==> src/rtl/ra_gate_pkg.sv <==
package ra_gate_pkg;

    // Sampling-window controller states
    typedef enum logic {
        ST_SAMPLE  = 1'b0,
        ST_LOCKOUT = 1'b1
    } win_state_t;

    // In-episode invalid-load monitor states
    typedef enum logic [1:0] {
        MON_IDLE  = 2'd0,
        MON_WATCH = 2'd1,
        MON_FIRED = 2'd2
    } mon_state_t;

endpackage

==> src/rtl/ra_window_sampler.sv <==
module ra_window_sampler
    import ra_gate_pkg::*;
#(
    parameter int WIN_EPIS    = 100,
    parameter int LOCK_MISSES = 1000,
    parameter int MISS_FLOOR  = 25
) (
    input  logic clk,
    input  logic rst_n,
    input  logic epi_end,
    input  logic ra_miss,
    input  logic nm_miss,
    output logic entry_en
);

    localparam int EP_W = $clog2(WIN_EPIS + 1);
    localparam int MS_W = $clog2(MISS_FLOOR + 2);
    localparam int LK_W = $clog2(LOCK_MISSES + 1);
    localparam logic [EP_W-1:0] LAST_EP = EP_W'(WIN_EPIS - 1);
    localparam logic [MS_W-1:0] MS_CAP  = MS_W'(MISS_FLOOR);
    localparam logic [LK_W-1:0] LK_INIT = LK_W'(LOCK_MISSES);

    win_state_t      state_q, state_d;
    logic [EP_W-1:0] ep_q, ep_d;
    logic [MS_W-1:0] ms_q, ms_d, ms_sum;
    logic [LK_W-1:0] lk_q, lk_d;

    // State register
    always_ff @(posedge clk or negedge rst_n) begin
        if (!rst_n) begin
            state_q <= ST_SAMPLE;
            ep_q    <= '0;
            ms_q    <= '0;
            lk_q    <= '0;
        end else begin
            state_q <= state_d;
            ep_q    <= ep_d;
            ms_q    <= ms_d;
            lk_q    <= lk_d;
        end
    end

    // Miss total saturates at the floor; beyond that the comparison is settled
    always_comb begin
        ms_sum = (ra_miss && (ms_q < MS_CAP)) ? ms_q + 1'b1 : ms_q;
    end

    // Next-state logic
    always_comb begin
        state_d = state_q;
        ep_d    = ep_q;
        ms_d    = ms_q;
        lk_d    = lk_q;
        unique case (state_q)
            ST_SAMPLE: begin
                ms_d = ms_sum;
                if (epi_end) begin
                    if (ep_q == LAST_EP) begin
                        ep_d = '0;
                        ms_d = '0;
                        if (ms_sum < MS_CAP) begin
                            state_d = ST_LOCKOUT;
                            lk_d    = LK_INIT;
                        end
                    end else begin
                        ep_d = ep_q + 1'b1;
                    end
                end
            end
            ST_LOCKOUT: begin
                if (nm_miss) begin
                    if (lk_q <= LK_W'(1)) begin
                        state_d = ST_SAMPLE;
                        lk_d    = '0;
                    end else begin
                        lk_d = lk_q - 1'b1;
                    end
                end
            end
        endcase
    end

    // Output logic
    always_comb begin
        entry_en = (state_q == ST_SAMPLE);
    end

endmodule

==> src/rtl/ra_inv_monitor.sv <==
module ra_inv_monitor
    import ra_gate_pkg::*;
#(
    parameter int MIN_LOADS = 8,
    parameter int LD_MAX    = 255,
    parameter int INV_NUM   = 1,
    parameter int INV_DEN   = 2
) (
    input  logic clk,
    input  logic rst_n,
    input  logic epi_start,
    input  logic epi_end,
    input  logic ld_exec,
    input  logic ld_inv,
    output logic force_exit
);

    localparam int LD_W = $clog2(LD_MAX + 1);
    localparam int PW   = LD_W + 16;
    localparam logic [LD_W-1:0] LD_TOP  = LD_W'(LD_MAX);
    localparam logic [LD_W-1:0] LD_MIN  = LD_W'(MIN_LOADS);
    localparam logic [PW-1:0]   NUM_EXT = PW'(INV_NUM);
    localparam logic [PW-1:0]   DEN_EXT = PW'(INV_DEN);

    mon_state_t      state_q, state_d;
    logic [LD_W-1:0] ld_q, ld_d, inv_q, inv_d;
    logic [PW-1:0]   inv_scaled, ld_scaled;
    logic            ratio_hit;

    // State register
    always_ff @(posedge clk or negedge rst_n) begin
        if (!rst_n) begin
            state_q <= MON_IDLE;
            ld_q    <= '0;
            inv_q   <= '0;
        end else begin
            state_q <= state_d;
            ld_q    <= ld_d;
            inv_q   <= inv_d;
        end
    end

    // Division-free ratio test on the registered counts
    always_comb begin
        inv_scaled = PW'(inv_q) * DEN_EXT;
        ld_scaled  = PW'(ld_q) * NUM_EXT;
        ratio_hit  = (ld_q >= LD_MIN) && (inv_scaled > ld_scaled);
    end

    // Next-state logic
    always_comb begin
        state_d = state_q;
        ld_d    = ld_q;
        inv_d   = inv_q;
        if (epi_start) begin
            state_d = MON_WATCH;
            ld_d    = '0;
            inv_d   = '0;
        end else begin
            unique case (state_q)
                MON_IDLE: begin
                    state_d = MON_IDLE;
                end
                MON_WATCH: begin
                    if (epi_end) begin
                        state_d = MON_IDLE;
                    end else if (ratio_hit) begin
                        state_d = MON_FIRED;
                    end
                    if (ld_exec && (ld_q < LD_TOP)) begin
                        ld_d = ld_q + 1'b1;
                        if (ld_inv) begin
                            inv_d = inv_q + 1'b1;
                        end
                    end
                end
                MON_FIRED: begin
                    if (epi_end) begin
                        state_d = MON_IDLE;
                    end
                end
                default: begin
                    state_d = MON_IDLE;
                end
            endcase
        end
    end

    // Output logic
    always_comb begin
        force_exit = (state_q == MON_WATCH) && ratio_hit;
    end

endmodule

==> src/rtl/ra_sample_gate.sv <==
module ra_sample_gate #(
    parameter int WIN_EPIS    = 100,
    parameter int LOCK_MISSES = 1000,
    parameter int MISS_FLOOR  = 25,
    parameter int MIN_LOADS   = 8,
    parameter int LD_MAX      = 255,
    parameter int INV_NUM     = 1,
    parameter int INV_DEN     = 2
) (
    input  logic clk,
    input  logic rst_n,
    input  logic epi_start,
    input  logic epi_end,
    input  logic ra_miss,
    input  logic ld_exec,
    input  logic ld_inv,
    input  logic nm_miss,
    output logic entry_en,
    output logic force_exit
);

    ra_window_sampler #(
        .WIN_EPIS    (WIN_EPIS),
        .LOCK_MISSES (LOCK_MISSES),
        .MISS_FLOOR  (MISS_FLOOR)
    ) u_sampler (
        .clk      (clk),
        .rst_n    (rst_n),
        .epi_end  (epi_end),
        .ra_miss  (ra_miss),
        .nm_miss  (nm_miss),
        .entry_en (entry_en)
    );

    ra_inv_monitor #(
        .MIN_LOADS (MIN_LOADS),
        .LD_MAX    (LD_MAX),
        .INV_NUM   (INV_NUM),
        .INV_DEN   (INV_DEN)
    ) u_monitor (
        .clk        (clk),
        .rst_n      (rst_n),
        .epi_start  (epi_start),
        .epi_end    (epi_end),
        .ld_exec    (ld_exec),
        .ld_inv     (ld_inv),
        .force_exit (force_exit)
    );

endmodule

==> config.mk <==
export PLATFORM = sky130hd
export DESIGN_NAME = ra_sample_gate
export DESIGN_NICKNAME = d
export VERILOG_FILES = /design/src/rtl/ra_gate_pkg.sv /design/src/rtl/ra_window_sampler.sv /design/src/rtl/ra_inv_monitor.sv /design/src/rtl/ra_sample_gate.sv
export SDC_FILE = /design/constraint.sdc
export NUM_CORES = 1
export LEC_CHECK = 0
export ABC_AREA = 1
export BUFFER_PORTS_ARGS = -buffer_cell sky130_fd_sc_hd__buf_2
export CORE_MARGIN = 4
export CORE_UTILIZATION = 25
export CTS_BUF_LIST = sky130_fd_sc_hd__clkbuf_2 sky130_fd_sc_hd__clkbuf_4 sky130_fd_sc_hd__clkbuf_8
export CTS_CLUSTER_SIZE = 14
export DETAILED_ROUTE_END_ITERATION = 8
export SLEW_MARGIN = 20
export SYNTH_ARGS = -nofsm -noshare
export SYNTH_HDL_FRONTEND = slang
export SYNTH_SLANG_ARGS = --single-unit
==> constraint.sdc <==
create_clock -name clk -period 3.1 [get_ports clk]
set_input_delay 0.31 -clock clk [delete_from_list [all_inputs] [get_ports clk]]
set_output_delay 0.31 -clock clk [all_outputs]
set_load 0.01 [all_outputs]
==> results of run 1 <==
-- cells by family (layout without fill, tap and decap cells) --
kind of cell	after synthesis	count (layout)	synth area share
simple gates	184	184	0.342
buf+inv	58	69	0.0901
compound gates	44	44	0.0961
flops	41	41	0.381
fa+ha+maj	14	14	0.0650
xor+xnor	8	8	0.0260
-- where the power goes --
part	switching (mW)	leakage, nW	internal, mW
Sequential	0.0681	0.538	0.597
Combinational	0.203	0.838	0.130
Clock	0.192	0.0484	0.165
Total	0.463	1.42	0.892
-- worst max-delay path: stages, from the launching register on --
cell and delay [ns]:
dfrtp_1 0.41, inv_1 0.08, ha_1 0.30, a21oi_1 0.07, o21ai_0 0.14, nand2_1 0.06, o211ai_1 0.08, nand3_1 0.15
nor2_1 0.13, buf_2 0.14
-- worst max path at each step --
| stage | startpoint | end | slack [ns] |
|---|---|---|---|
| 2_1_floorplan | u_monitor.inv_q[3] | force_exit | 1.48 |
| 3_3_place_gp | u_monitor.ld_q[0] | u_monitor.inv_q[5] | 1.32 |
| 3_5_place_dp | u_monitor.inv_q[3] | force_exit | 1.25 |
| 4_1_cts | u_monitor.ld_q[2] | force_exit | 0.92 |
| 5_1_grt | u_monitor.ld_q[2] | force_exit | 0.71 |
| 6_report | u_monitor.ld_q[2] | force_exit | 0.95 |
-- synthesized netlist by cell type (all sizes together) --
| library cell | n | share of area |
|---|---|---|
| xnor2 | 2 | 0.0065 |
| o2111ai | 1 | 0.0056 |
| a21oi | 10 | 0.019 |
| o211ai | 1 | 0.0028 |
| a31oi | 1 | 0.0023 |
| ha | 14 | 0.065 |
| nor4 | 1 | 0.0046 |
| o21ai | 25 | 0.052 |
| inv | 51 | 0.071 |
| nor3b | 1 | 0.0028 |
| nor2 | 35 | 0.056 |
| nand4 | 6 | 0.014 |
| clkinv | 1 | 0.0014 |
| nand2 | 88 | 0.14 |
| buf | 5 | 0.016 |
| clkbuf | 1 | 0.0014 |
| nor3 | 14 | 0.032 |
| dfrtp | 41 | 0.38 |
| o22ai | 5 | 0.012 |
| nand3 | 39 | 0.091 |
| a31o | 1 | 0.0033 |
| xor2 | 6 | 0.020 |
-- metal layers --
metal | global-route usage | up-vias | wire (um)
met5 | 0 | - | 0
met3 | 0.0120 | 2 | 145
met2 | 0.153 | 39 | 2600
met1 | 0.120 | 1057 | 2650
li1 | - | 1150 | -
met4 | 0.0268 | 0 | 42
-- final cells by class --
type	instances	area (um2)
clock buffer	6	76.3
clock inverter	2	10.0
fill	1123	7470
inverter	52	195
multi-input combinational	250	1430
sequential	41	1030
tap	136	170
timing repair buffer	9	45.0
-- through the flow --
step                      power, mW   util  setup slack (ns)
final                          1.36  0.283             0.952
after global routing           1.45  0.283             0.714
after CTS                      1.37  0.283             0.917
after detailed placement       1.01  0.275              1.25
after global placement        0.995  0.275              1.32
after floorplan               0.933      -              1.48
-- placed cells by master, fill, tap and decap left out, types with 6 or more instances in the layout --
cell type / instances
nor2_1: 31
xor2_1: 6
nand3_1: 29
nand3_2: 10
o21ai_0: 17
nand4_1: 6
inv_1: 46
nand2_1: 74
nand2_2: 11
dfrtp_1: 41
nor3_1: 12
o21ai_1: 6
buf_2: 9
ha_1: 14
a21oi_1: 10
-- flip-flops by register name, summed over array words and instances, names as in the netlist --
signal / flops
u_sampler.ep_q: 7
u_sampler.state_q: 1
u_monitor.inv_q: 8
u_monitor.state_q: 2
u_monitor.ld_q: 8
u_sampler.lk_q: 10
u_sampler.ms_q: 5
==> flow_summary.json, run 1 <==
{
  "leakage_nw": 1.42,
  "syn-num-nets": 371,
  "worstSetupPathType": "register to primary output",
  "fin_crit_ns": 2.15,
  "grt_max_degree": 42,
  "rr_worst_depth": 9,
  "hold_viol": 0,
  "core_um2": 10400,
  "dp_hpwl_um": 4000,
  "via_per_inst": 4.53,
  "initial_core_util": 0.259,
  "postSynthAreaPerCell_um2": 7.72,
  "power.density_nw_per_um2": 460,
  "post-cts-setup-buffers": 0,
  "rsz0062_at_grt": "no",
  "fin_area_um2": 2950,
  "die_h_um": 112,
  "post_cts_resized": 0,
  "clock_sinks": 41,
  "yosys_warnings": 0,
  "antenna_cells": 0,
  "fin_crit_sh": 0.693,
  "drtPass1Iterations": 4,
  "end_kind": "primary output",
  "numPortBuffers": 9,
  "max_freq_ghz": 0.466,
  "ios": 10,
  "gr-total-overflow": 0,
  "grt_pass1_vias": 2211,
  "critPathArrivalTime_ns": 1.84,
  "placed_cell_area_um2": 2860,
  "clock_path_buffers": 2,
  "grt_usage": 0.0905,
  "postCtsHoldBufs": 0,
  "outcome": "completed",
  "via_count": 2248,
  "place.gp.congestion": 0.841,
  "htreeDepth": 2,
  "avgRoutedWirePerCell_um": 11.0,
  "syn_inst": 349,
  "cts_tree": "yes",
  "finalNonFillerCells": 496,
  "grt_pass1_wl_um": 9780,
  "synth_cell_types": 36,
  "drive_gt1_frac": 0.158,
  "cts-root-buf": "clkbuf_8",
  "crit_fanout": 4,
  "wirelength_um": 5450,
  "antenna_found_initial": 0,
  "areaGrowthSynthToFinish_pct": 9.43,
  "drv_cap": 0,
  "ys_seq_area_frac": 0.381,
  "finalSetupViolations": 0,
  "hp-class": "input pin to asynchronous set/reset pin",
  "cp.required_ns": 2.79,
  "drtIter0Drc": 154,
  "tns_ns": 0,
  "max_slew_margin": 0.385,
  "synth-seq-cells": 41,
  "fin_nets": 381,
  "syn-cell-area_um2": 2690,
  "dieArea_um2": 12500,
  "irDropWorstVdd_mv": 0.234,
  "maxSlewViolCount": 0,
  "rows": 37,
  "whs_ns": 0.158,
  "cts_buffers": 5,
  "worst_slew_pin_slew_ns": 0.923,
  "postRouteAntennaNets": 0,
  "clk_pin_slew_ns": 0.08,
  "r2r_end": "u_monitor.inv_q[5]",
  "place_inst": 488,
  "reg2reg_setup_slack_ns": 1.29,
  "fin_worst_skew_ns": 0.00651,
  "start_kind": "register",
  "die_x_um": 112,
  "reg2reg_from": "u_monitor.ld_q[0]",
  "insertion_delay_ns": 0.29,
  "drcViolationCount": 0
}
Note: power is estimated with default switching activity, not from simulation.
==> run 2, diff against run 1 <==
clock period = 2.2 ns   (was 3.1 ns; I/O delays follow)
==> run 2 against run 1 <==
Compared with the run above:
- sequential cell count is the same
- count of clock-buffer cells in the layout shrank 1
- global-route usage grew 0.30 points
- first-iteration DRC count shrank 29%
- worst hold slack gained 0.081 ns
- register-to-register slack lost 0.83 ns
==> flow_summary.json, run 2 (synthesis results as in run 1) <==
{
  "outcome": "completed",
  "worst_slew_pin_slew_ns": 0.636,
  "max_freq_ghz": 0.504,
  "insertion_delay_ns": 0.30,
  "rsz0062_at_grt": "no",
  "avgRoutedWirePerCell_um": 10.9,
  "crit_fanout": 5,
  "dieArea_um2": 12500,
  "irDropWorstVdd_mv": 0.366,
  "tns_ns": 0,
  "fin_worst_skew_ns": 0.00696,
  "combinationalPowerShare": 0.234,
  "leakage_nw": 1.47,
  "final_cell_mix": "nand2_1 (74), inv_1 (46), dfrtp_1 (41)",
  "reg2reg_setup_slack_ns": 0.46,
  "grt_pass1_wl_um": 9940,
  "fin_crit_ns": 1.98,
  "hold_viol": 0,
  "areaGrowthSynthToFinish_pct": 12.8,
  "p_clk_frac": 0.300,
  "holdPathStages": 2,
  "finalNonFillerCells": 503,
  "via_count": 2255,
  "core_um2": 10400,
  "die_h_um": 112,
  "cts_tree": "yes",
  "power_frac_seq": 0.466,
  "dp_hpwl_um": 4160,
  "placed_cell_area_um2": 2900,
  "largest_reg_flops": 10,
  "critPathArrivalTime_ns": 1.76,
  "grt_max_degree": 24,
  "finalSetupViolations": 0,
  "r2r_end": "u_monitor.inv_q[5]",
  "antenna_cells": 0,
  "clock_path_buffers": 2,
  "switchingPower_mw": 0.652,
  "place.gp.congestion": 0.830,
  "max_slew_margin": 0.571,
  "switching_share": 0.324,
  "die_x_um": 112,
  "cts_buffers": 5,
  "reg_top3": "u_sampler.lk_q (10), u_monitor.inv_q (8), u_monitor.ld_q (8)",
  "min_from": "epi_start",
  "clk_pin_slew_ns": 0.08,
  "fill_cells": 1125,
  "start_kind": "register",
  "hold_end": "u_monitor.ld_q[3]",
  "power.density_nw_per_um2": 662,
  "register_area_um2": 1030,
  "via_per_inst": 4.48,
  "grt_pass1_vias": 2271,
  "multiInputGateArea_um2": 1440,
  "antenna_found_initial": 0,
  "final_common_cell": "nand2_1",
  "numPortBuffers": 9,
  "grt_usage": 0.0934,
  "cp.required_ns": 1.98,
  "ios": 10,
  "drv_cap": 0,
  "drtPass1Iterations": 4,
  "drive_gt1_frac": 0.177,
  "reg2reg_from": "u_monitor.ld_q[0]",
  "initial_core_util": 0.259,
  "worstSetupPathType": "register to primary output",
  "drcViolationCount": 0,
  "postRouteAntennaNets": 0,
  "htreeDepth": 2,
  "cts-root-buf": "clkbuf_8",
  "maxSlewViolCount": 0,
  "clock_sinks": 41,
  "place_inst": 493,
  "drtIter0Drc": 110,
  "regMostFlops": "u_sampler.lk_q",
  "gr-total-overflow": 0,
  "rows": 37,
  "end_kind": "primary output",
  "fin_crit_sh": 0.901,
  "p_int_mw": 1.36,
  "rr_worst_depth": 9,
  "wirelength_um": 5500,
  "hp-class": "input pin to register",
  "fin_area_um2": 3040,
  "fin_nets": 389
}
## run 2: cell types whose count changed in the layout (fill, tap and decap cells not counted)
cell / before / now
bufinv_16: 0 / 1
o21ai_1: 6 / 7
nand3_2: 10 / 11
nor3_2: 1 / 2
nor3_1: 12 / 11
buf_4: 0 / 7
dlygate4sd3_1: 0 / 1
o21ai_0: 17 / 16
clkinv_2: 2 / 1
nand3_1: 29 / 28
clkbuf_4: 1 / 0
## run 2: worst max-delay path by stage
stage	from	to	slack [ns]
6_report	u_monitor.inv_q[3]	force_exit	0.22
5_1_grt	u_monitor.ld_q[4]	force_exit	0.02
4_1_cts	u_monitor.ld_q[5]	force_exit	0.08
3_5_place_dp	u_monitor.ld_q[5]	force_exit	0.43
3_3_place_gp	u_monitor.ld_q[2]	force_exit	0.49
2_1_floorplan	u_monitor.inv_q[3]	force_exit	0.67
## run 2: metal layers
metal,part of all wire,vias up,track usage
met5,0,-,0
met4,0.016,0,0.0373
met3,0.023,6,0.0190
met2,0.48,15,0.159
met1,0.48,1069,0.115
li1,-,1165,-
## run 2: area by class of cell
class,count,share of cell area
multi-input cells,250,0.472
inverters,52,0.0643
flip-flops and latches,41,0.338
clock inverters,2,0.0115
well taps,136,0.0560
repair buffers,17,0.0354
clock buffers,5,0.0227
## run 2: repair_timing
item	CTS	global route
resized for setup	0	3
endpoints found under the setup margin	0	1
hold endpoints to repair	21	0
hold buffers	1	0
setup buffers	0	2
## run 2: critical path, cell delays in order (launching register included)
cell and delay [ns]:
dfrtp_1 0.44, ha_1 0.32, nand2_1 0.08, o21ai_1 0.14
nand2_1 0.06, o211ai_1 0.09, nand3_2 0.12, nor2_1 0.10
buf_2 0.13
## run 2: stage by stage
step,hold slack [ns],total power [mW],worst slack (ns),util
5_1_grt,0.217,2.16,0.0195,0.292
3_3_place_gp,0.243,1.41,0.489,0.278
4_1_cts,0.218,2.04,0.0758,0.289
2_1_floorplan,-0.0756,1.31,0.670,-
6_report,0.239,2.01,0.218,0.292
3_5_place_dp,0.237,1.42,0.426,0.278
## run 2: power groups by stage
stage               sequential (mW)  clock (mW)  combinational (mW)
finish                        0.938       0.604               0.470
global route                  0.954       0.661               0.545
CTS                           0.938       0.626               0.473
detailed placement            0.952           0               0.471
global placement              0.948           0               0.463
floorplan                     0.931           0               0.384
